--- src/rtl/eep_pkg.sv ---
package eep_pkg;

    typedef enum logic [3:0] {
        S_IDLE,
        S_OPC,
        S_ADDR,
        S_DATA,
        S_READ,
        S_ARMED,
        S_BUSY,
        S_READY,
        S_SKIP
    } eep_state_e;

    typedef enum logic [2:0] {
        OP_NONE,
        OP_WRITE,
        OP_ERASE,
        OP_WRALL,
        OP_ERALL
    } eep_wop_e;

    // opcode field
    localparam logic [1:0] OPC_EXT   = 2'b00;
    localparam logic [1:0] OPC_WRITE = 2'b01;
    localparam logic [1:0] OPC_READ  = 2'b10;
    localparam logic [1:0] OPC_ERASE = 2'b11;

    // extended sub-codes in the top two address bits
    localparam logic [1:0] EXT_LOCK  = 2'b00;
    localparam logic [1:0] EXT_FILL  = 2'b01;
    localparam logic [1:0] EXT_BLANK = 2'b10;
    localparam logic [1:0] EXT_OPEN  = 2'b11;

endpackage

--- src/rtl/eep_sync.sv ---
module eep_sync #(
    parameter int W = 3
) (
    input  logic         clk,
    input  logic         rst_n,
    input  logic [W-1:0] d,
    output logic [W-1:0] q
);
    logic [W-1:0] meta_q;

    always_ff @(posedge clk or negedge rst_n) begin
        if (!rst_n) begin
            meta_q <= '0;
            q      <= '0;
        end else begin
            meta_q <= d;
            q      <= meta_q;
        end
    end
endmodule

--- src/rtl/eep_wtimer.sv ---
module eep_wtimer #(
    parameter int CYCLES = 500000
) (
    input  logic clk,
    input  logic rst_n,
    input  logic start,
    output logic busy,
    output logic done
);
    localparam int CW = $clog2(CYCLES + 1);

    logic [CW-1:0] cnt_q;

    always_ff @(posedge clk or negedge rst_n) begin
        if (!rst_n) begin
            cnt_q <= '0;
            busy  <= 1'b0;
            done  <= 1'b0;
        end else begin
            done <= 1'b0;
            if (start && !busy) begin
                busy  <= 1'b1;
                cnt_q <= CW'(CYCLES - 1);
            end else if (busy) begin
                if (cnt_q == '0) begin
                    busy <= 1'b0;
                    done <= 1'b1;
                end else begin
                    cnt_q <= cnt_q - 1'b1;
                end
            end
        end
    end
endmodule

--- src/rtl/eep_array.sv ---
module eep_array
    import eep_pkg::*;
#(
    parameter int ADDR_W = 7,
    parameter int WORD_W = 16
) (
    input  logic              clk,
    input  logic              rst_n,
    input  logic              we,
    input  eep_wop_e          op,
    input  logic              wide,
    input  logic [ADDR_W-1:0] waddr,
    input  logic [WORD_W-1:0] wdata,
    input  logic [ADDR_W-1:0] raddr,
    output logic [WORD_W-1:0] rdata
);
    localparam int IDX_W = ADDR_W - 1;
    localparam int WORDS = 1 << IDX_W;
    localparam int HALF  = WORD_W / 2;

    logic [WORDS-1:0][WORD_W-1:0] words;
    logic [IDX_W-1:0]             widx;
    logic [IDX_W-1:0]             ridx;
    logic                         whi;

    assign widx  = wide ? waddr[IDX_W-1:0] : waddr[ADDR_W-1:1];
    assign ridx  = wide ? raddr[IDX_W-1:0] : raddr[ADDR_W-1:1];
    assign whi   = waddr[0];
    assign rdata = words[ridx];

    for (genvar g = 0; g < WORDS; g++) begin : g_word
        logic [WORD_W-1:0] word_q;
        logic [WORD_W-1:0] word_d;
        logic              hit;

        assign hit = (widx == IDX_W'(g));

        always_comb begin
            word_d = word_q;
            unique case (op)
                OP_WRITE: begin
                    if (hit) begin
                        if (wide)     word_d = wdata;
                        else if (whi) word_d = {wdata[HALF-1:0], word_q[HALF-1:0]};
                        else          word_d = {word_q[WORD_W-1:HALF], wdata[HALF-1:0]};
                    end
                end
                OP_ERASE: begin
                    if (hit) begin
                        if (wide)     word_d = '1;
                        else if (whi) word_d = {{HALF{1'b1}}, word_q[HALF-1:0]};
                        else          word_d = {word_q[WORD_W-1:HALF], {HALF{1'b1}}};
                    end
                end
                OP_WRALL: word_d = wide ? wdata : {2{wdata[HALF-1:0]}};
                OP_ERALL: word_d = '1;
                default:  word_d = word_q;
            endcase
        end

        always_ff @(posedge clk or negedge rst_n) begin
            if (!rst_n)  word_q <= '1;
            else if (we) word_q <= word_d;
        end

        assign words[g] = word_q;
    end
endmodule

--- src/rtl/tw_eeprom.sv ---
module tw_eeprom
    import eep_pkg::*;
#(
    parameter int ADDR_W    = 7,
    parameter int WORD_W    = 16,
    parameter int WR_CYCLES = 500000
) (
    input  logic clk,
    input  logic rst_n,
    input  logic org_wide,
    input  logic cs,
    input  logic sk,
    input  logic si,
    output logic so,
    output logic so_oe
);
    localparam int HALF  = WORD_W / 2;
    localparam int CNT_W = $clog2(WORD_W + 1);

    eep_state_e        state_q, state_d;
    logic              cs_s, sk_s, si_s, sk_d;
    logic              sk_rise;
    logic [CNT_W-1:0]  cnt_q, rcnt_q;
    logic [CNT_W-1:0]  aw_last, dw_last;
    logic [1:0]        opc_q;
    logic [ADDR_W-1:0] addr_q, addr_sh, addr_nx, raddr;
    logic [WORD_W-1:0] wdat_q, rsh_q, rdata, rload;
    logic              rbit_q, ewen_q;
    eep_wop_e          pend_q;
    logic              last_addr, last_data;
    logic [1:0]        ext_code;
    logic              tmr_start, tmr_busy, tmr_done, arr_we;

    eep_sync #(.W(3)) u_sync (
        .clk   (clk),
        .rst_n (rst_n),
        .d     ({cs, sk, si}),
        .q     ({cs_s, sk_s, si_s})
    );

    // field lengths by organization
    assign aw_last  = org_wide ? CNT_W'(ADDR_W - 2) : CNT_W'(ADDR_W - 1);
    assign dw_last  = org_wide ? CNT_W'(WORD_W - 1) : CNT_W'(HALF - 1);
    assign sk_rise  = sk_s & ~sk_d & cs_s;
    assign addr_sh  = {addr_q[ADDR_W-2:0], si_s};
    assign addr_nx  = org_wide ? {1'b0, addr_q[ADDR_W-2:0] + 1'b1} : addr_q + 1'b1;
    assign ext_code = org_wide ? addr_sh[ADDR_W-2:ADDR_W-3] : addr_sh[ADDR_W-1:ADDR_W-2];
    assign last_addr = (state_q == S_ADDR) && sk_rise && (cnt_q == aw_last);
    assign last_data = (state_q == S_DATA) && sk_rise && (cnt_q == dw_last);

    // read port: next address during a read, incoming address while decoding
    assign raddr = (state_q == S_READ) ? addr_nx : addr_sh;
    assign rload = org_wide ? rdata :
                   (raddr[0] ? {rdata[WORD_W-1:HALF], {HALF{1'b0}}}
                             : {rdata[HALF-1:0], {HALF{1'b0}}});

    assign tmr_start = (state_q == S_ARMED) && !cs_s;
    assign arr_we    = (state_q == S_BUSY) && tmr_done;

    eep_wtimer #(.CYCLES(WR_CYCLES)) u_timer (
        .clk   (clk),
        .rst_n (rst_n),
        .start (tmr_start),
        .busy  (tmr_busy),
        .done  (tmr_done)
    );

    eep_array #(.ADDR_W(ADDR_W), .WORD_W(WORD_W)) u_array (
        .clk   (clk),
        .rst_n (rst_n),
        .we    (arr_we),
        .op    (pend_q),
        .wide  (org_wide),
        .waddr (addr_q),
        .wdata (wdat_q),
        .raddr (raddr),
        .rdata (rdata)
    );

    // state register
    always_ff @(posedge clk or negedge rst_n) begin
        if (!rst_n) state_q <= S_IDLE;
        else        state_q <= state_d;
    end

    // next state
    always_comb begin
        state_d = state_q;
        unique case (state_q)
            S_IDLE:  if (sk_rise && si_s) state_d = S_OPC;
            S_OPC: begin
                if (!cs_s)                             state_d = S_IDLE;
                else if (sk_rise && cnt_q == CNT_W'(1)) state_d = S_ADDR;
            end
            S_ADDR: begin
                if (!cs_s) state_d = S_IDLE;
                else if (last_addr) begin
                    unique case (opc_q)
                        OPC_READ:  state_d = S_READ;
                        OPC_WRITE: state_d = ewen_q ? S_DATA : S_SKIP;
                        OPC_ERASE: state_d = ewen_q ? S_ARMED : S_SKIP;
                        default: begin
                            if (ext_code == EXT_FILL)       state_d = ewen_q ? S_DATA : S_SKIP;
                            else if (ext_code == EXT_BLANK) state_d = ewen_q ? S_ARMED : S_SKIP;
                            else                            state_d = S_SKIP;
                        end
                    endcase
                end
            end
            S_DATA: begin
                if (!cs_s)          state_d = S_IDLE;
                else if (last_data) state_d = S_ARMED;
            end
            S_READ:  if (!cs_s) state_d = S_IDLE;
            S_ARMED: if (!cs_s) state_d = S_BUSY;
            S_BUSY:  if (tmr_done) state_d = cs_s ? S_READY : S_IDLE;
            S_READY: if (!cs_s) state_d = S_IDLE;
            S_SKIP:  if (!cs_s) state_d = S_IDLE;
            default: state_d = S_IDLE;
        endcase
    end

    // datapath
    always_ff @(posedge clk or negedge rst_n) begin
        if (!rst_n) begin
            sk_d   <= 1'b0;
            cnt_q  <= '0;
            rcnt_q <= '0;
            opc_q  <= '0;
            addr_q <= '0;
            wdat_q <= '0;
            rsh_q  <= '0;
            rbit_q <= 1'b0;
            ewen_q <= 1'b0;
            pend_q <= OP_NONE;
        end else begin
            sk_d <= sk_s;
            if (state_q != state_d) cnt_q <= '0;
            else if (sk_rise)       cnt_q <= cnt_q + 1'b1;

            unique case (state_q)
                S_OPC: if (sk_rise) opc_q <= {opc_q[0], si_s};
                S_ADDR: begin
                    if (sk_rise) addr_q <= addr_sh;
                    if (last_addr) begin
                        rsh_q  <= rload;
                        rbit_q <= 1'b0;
                        rcnt_q <= '0;
                        pend_q <= OP_NONE;
                        unique case (opc_q)
                            OPC_WRITE: pend_q <= OP_WRITE;
                            OPC_ERASE: pend_q <= OP_ERASE;
                            OPC_EXT: begin
                                unique case (ext_code)
                                    EXT_OPEN:  ewen_q <= 1'b1;
                                    EXT_LOCK:  ewen_q <= 1'b0;
                                    EXT_FILL:  pend_q <= OP_WRALL;
                                    EXT_BLANK: pend_q <= OP_ERALL;
                                    default:   pend_q <= OP_NONE;
                                endcase
                            end
                            default: pend_q <= OP_NONE;
                        endcase
                    end
                end
                S_DATA: if (sk_rise) wdat_q <= {wdat_q[WORD_W-2:0], si_s};
                S_READ: begin
                    if (sk_rise) begin
                        rbit_q <= rsh_q[WORD_W-1];
                        if (rcnt_q == dw_last) begin
                            rcnt_q <= '0;
                            addr_q <= addr_nx;
                            rsh_q  <= rload;
                        end else begin
                            rcnt_q <= rcnt_q + 1'b1;
                            rsh_q  <= {rsh_q[WORD_W-2:0], 1'b0};
                        end
                    end
                end
                default: ;
            endcase
        end
    end

    // outputs
    always_comb begin
        so    = 1'b0;
        so_oe = 1'b0;
        unique case (state_q)
            S_READ: begin
                so    = rbit_q;
                so_oe = cs_s;
            end
            S_BUSY: begin
                so    = 1'b0;
                so_oe = cs_s;
            end
            S_READY: begin
                so    = 1'b1;
                so_oe = cs_s;
            end
            default: begin
                so    = 1'b0;
                so_oe = 1'b0;
            end
        endcase
    end

endmodule

--- config.mk ---
export PLATFORM = sky130hd
export DESIGN_NAME = tw_eeprom
export DESIGN_NICKNAME = d
export VERILOG_FILES = /design/src/rtl/eep_pkg.sv /design/src/rtl/eep_sync.sv /design/src/rtl/eep_wtimer.sv /design/src/rtl/eep_array.sv /design/src/rtl/tw_eeprom.sv
export SDC_FILE = /design/constraint.sdc
export NUM_CORES = 2
export LEC_CHECK = 0
export ABC_AREA = 0
export ABC_CLOCK_PERIOD_IN_PS = 2900
export BUFFER_PORTS_ARGS = -buffer_cell sky130_fd_sc_hd__buf_2
export CORE_UTILIZATION = 58
export DETAILED_ROUTE_END_ITERATION = 10
export PLACE_DENSITY = 0.8
export SYNTH_ARGS = -nofsm -noshare
export SYNTH_HDL_FRONTEND = slang
export SYNTH_SLANG_ARGS = --single-unit
--- constraint.sdc ---
create_clock -name clk -period 2.9 [get_ports clk]
set_input_delay 0.58 -clock clk [delete_from_list [all_inputs] [get_ports clk]]
set_output_delay 0.58 -clock clk [all_outputs]
set_load 0.02 [all_outputs]
==> results.sh <==
export IMPL_core_area_um2=102000
export IMPL_yosys_warnings=0
export IMPL_min_path_type="reg2reg"
export IMPL_arrival_ns=4.38
export IMPL_tritoncts="yes"
export IMPL_cts_buffers=116
export IMPL_synth_edf_count=0
export IMPL_min_period_over_period_pct=129
export IMPL_drtIter0Drc=9587
export IMPL_ir_worst_vdd_v=0.000478
export IMPL_rsz0062_at_grt="yes"
export IMPL_synthSimpleGateAreaFrac_pct=16.4
export IMPL_post_route_min_period_ns=3.74
export IMPL_crit_path_max_fanout=18
export IMPL_drtAntennaViolNets=0
export IMPL_via_per_inst=6.97
export IMPL_synthesis_area_um2=60100
export IMPL_relSlewSlack_pct=39.0
export IMPL_design_power_total_uw=36100
export IMPL_async_flop_share_pct=100
export IMPL_clk_pin_slew_ns=0.07
export IMPL_synth_cell_types=84
export IMPL_syn_nets=6837
export IMPL_violations="setup timing"
export IMPL_ioPinCount=8
export IMPL_synth_xor_xnor_area_share_pct=0.350
export IMPL_synth_fa_ha_area_share_pct=0.167
export IMPL_fmax_mhz=267
export IMPL_yosys_area_top_type="dfstp_2"
export IMPL_min_to="u_sync.q[2]"
export IMPL_status="complete, but fails checks"
export IMPL_fin_nets=7318
export IMPL_cap_viol_max_count=0
export IMPL_clkLatencyLatePin_ns=0.75
export IMPL_die_width_um=324
export IMPL_cts_sinks=1112
export IMPL_nFillCells=6920
export IMPL_hold_viol=0
export IMPL_wl_per_cell_um=27.6
export IMPL_synthTopCellsByArea="dfstp_2 45%, nand2_1 8.6%, o21ai_0 7.3%"
export IMPL_p_leak_uw=0.0285
export IMPL_vias=61100
export IMPL_tightest_slew_ns=0.915
export IMPL_critPathRequiredTime_ns=3.54
export IMPL_grt_pass1_vias=58700
export IMPL_clock_path_buffers=3
export IMPL_instances_no_fill=8771
export IMPL_worstReg2RegEnd="rsh_q[4]"
export IMPL_first_pass_iters=7
export IMPL_num_rows=117
export IMPL_syn_instance_count=6823
export IMPL_gp_congestion=1.02
export IMPL_grt_pass1_wl_um=357000
export IMPL_setup_tns_ns=-11.59
export IMPL_synth_mux_area_fraction_pct=4.29
export IMPL_post_route_drc_count=0
export IMPL_start_util_pct=58.8
export IMPL_cts_root_buffer="clkbuf_16"
export IMPL_grt_overflow=0
export IMPL_synth_compound_area_share_pct=25.3
export IMPL_synth_top_family_by_area="compound AO/OA/AOI/OAI gates"
export IMPL_drive_gt1_share_pct=34.9
export IMPL_crit_path_end_kind="register"
export IMPL_port_buffers=7
export IMPL_worst_slack_ns=-0.841
export IMPL_die_h_um=324
export IMPL_critPathLaunchType="register"
export IMPL_place_inst=8434
export IMPL_reg2reg_from="addr_q[0]"
export IMPL_antenna_found_initial=7
export IMPL_crit_type="reg2reg"
export IMPL_rr_worst_depth=13
export IMPL_min_from="u_sync.meta_q[2]"
export IMPL_r2r_slack_ns=-0.84
export IMPL_drv_slew=0
export IMPL_holdPathStages=0
export IMPL_die_area_um2=105000
export IMPL_regArea_um2=29100
export IMPL_skew_ns=0.0186
export IMPL_grt_max_degree=111
export IMPL_grt_use_total_pct=44.9
export IMPL_htreeDepth=3
export IMPL_wl_um=242000
export IMPL_syn_avg_cell_area_um2=8.80
export IMPL_ys_seq_area_share_pct=48.5
export IMPL_netlist_area_leader_share_pct=44.8
export IMPL_synth_main_ff_cell="dfstp_2"
export IMPL_hpwl_um=154000
export IMPL_power_density_nw_per_um2=474
export IMPL_fin_hold_ws_ns=0.358
export IMPL_ys_ff_latch=1112
export IMPL_area_delta_synth_final_pct=26.9
export IMPL_setup_viol=16
export IMPL_multi_input_area_um2=29600
export IMPL_dpl_worst_slack_ns=-0.981
-- cell type report --
class                   count  share of cell area (%)
repair buffers           1038                    15.2
well taps                1368                    2.25
clock inverters            55                    1.12
diodes                      3                 0.00985
inverters                  18                  0.0952
flip-flops and latches   1112                    38.2
clock buffers             159                    4.31
multi-input cells        5018                    38.8
-- flip-flops by register name, indices dropped and copies added (netlist names), 4 cells and up --
signal,cells
state_q,4
u_timer.cnt_q,19
wdat_q,16
u_array.g_word.word_q,1024
rsh_q,16
addr_q,7
cnt_q,5
rcnt_q,5
-- cell usage after synthesis (all sizes together), types with 20 or more instances --
library cell	number
a2111oi	21
and2	33
a211oi	93
o2111ai	27
clkbuf	397
a221o	21
a311oi	57
dfrtp	88
a31oi	74
a22o	201
a222oi	20
a221oi	139
nand2	1382
nor3	168
buf	278
nand3	208
dfstp	1024
mux2	53
o22ai	32
o211ai	34
nor2	388
and3	72
a21oi	511
mux2i	191
o21ai	878
a22oi	183
-- placed cells by master, fill, tap and decap left out, types with 16 or more instances in the layout --
cell type / instances
a211oi_1: 66
a211oi_2: 24
a21oi_1: 483
a21oi_2: 16
a221o_1: 21
a221oi_1: 104
a221oi_2: 34
a222oi_1: 20
a22o_1: 201
a22oi_1: 171
a311oi_1: 38
a311oi_2: 19
a31oi_1: 60
and2_1: 32
and3_1: 69
buf_12: 231
buf_4: 710
buf_6: 45
bufinv_16: 19
clkbuf_1: 21
clkbuf_16: 127
clkbuf_8: 22
clkinv_2: 17
dfrtp_1: 86
dfstp_2: 1024
inv_1: 17
mux2_2: 51
mux2i_1: 184
nand2_1: 1362
nand3_1: 202
nor2_1: 375
nor3_1: 157
o2111ai_1: 21
o211ai_1: 34
o21ai_0: 848
o21ai_1: 24
o22ai_1: 25
o2bb2ai_1: 17
-- kinds of logic after synthesis --
| logic type | count (synthesis) |
|---|---|
| AOI/OAI and AO/OA | 2399 |
| xor gates and xnor gates | 24 |
| adders and majority gates | 8 |
| buffers and inverters | 693 |
| DFF | 1112 |
| muxes | 246 |
| and+or+nand+nor | 2341 |
-- report_power, final --
| group | switching (uW) | total, uW | internal, uW |
|---|---|---|---|
| logic | 2560 | 4130 | 1560 |
| clock network | 6690 | 16300 | 9620 |
| registers | 45.5 | 15700 | 15600 |
| total | 9300 | 36100 | 26800 |
-- metal layers --
metal	global-route usage [%]	up-vias	wire length [um]	share of wire [%]
li1	-	25700	-	-
met1	56.5	29400	85300	35
met2	66.8	4727	104000	43
met3	12.2	1378	31700	13
met4	32.0	10	20900	8.6
met5	0	-	63	0.026
-- worst max path at each step --
stage | start | end | slack (ns) | cells past startpoint
after global routing | state_q[3] | rsh_q[13] | -0.86 | 14
after global placement | addr_q[0] | rsh_q[13] | -0.92 | 10
final | addr_q[0] | rsh_q[4] | -0.84 | 13
after floorplan | state_q[0] | rsh_q[11] | -0.1 | 13
after CTS | state_q[3] | rsh_q[14] | -0.66 | 16
after detailed placement | state_q[2] | rsh_q[5] | -0.98 | 13
-- timing repair --
action	CTS	global route
gates cloned	12	11
gates resized for setup	221	157
endpoints found under the setup margin	726	211
hold endpoints to repair	16	0
setup buffers	72	33
hold buffers	4	0
pin swaps	63	75
-- through the flow --
step	instance area, um^2	utilization, %
2_1_floorplan	60400	-
3_3_place_gp	68800	67.3
3_5_place_dp	68800	67.3
4_1_cts	75000	73.4
5_1_grt	76200	74.6
6_report	76200	74.6
-- critical path, stage by stage, from the launching register on --
cell,delay (ns)
dfrtp_4,0.50
ha_4,0.30
inv_1,0.06
mux4_4,0.72
buf_4,0.20
buf_4,0.22
a2111oi_0,0.42
a31oi_1,0.11
o21ai_1,0.29
a21oi_2,0.10
nor3_4,0.36
buf_4,0.19
or4_1,0.10
a21oi_1,0.05
(Power assumes the default switching activity.)
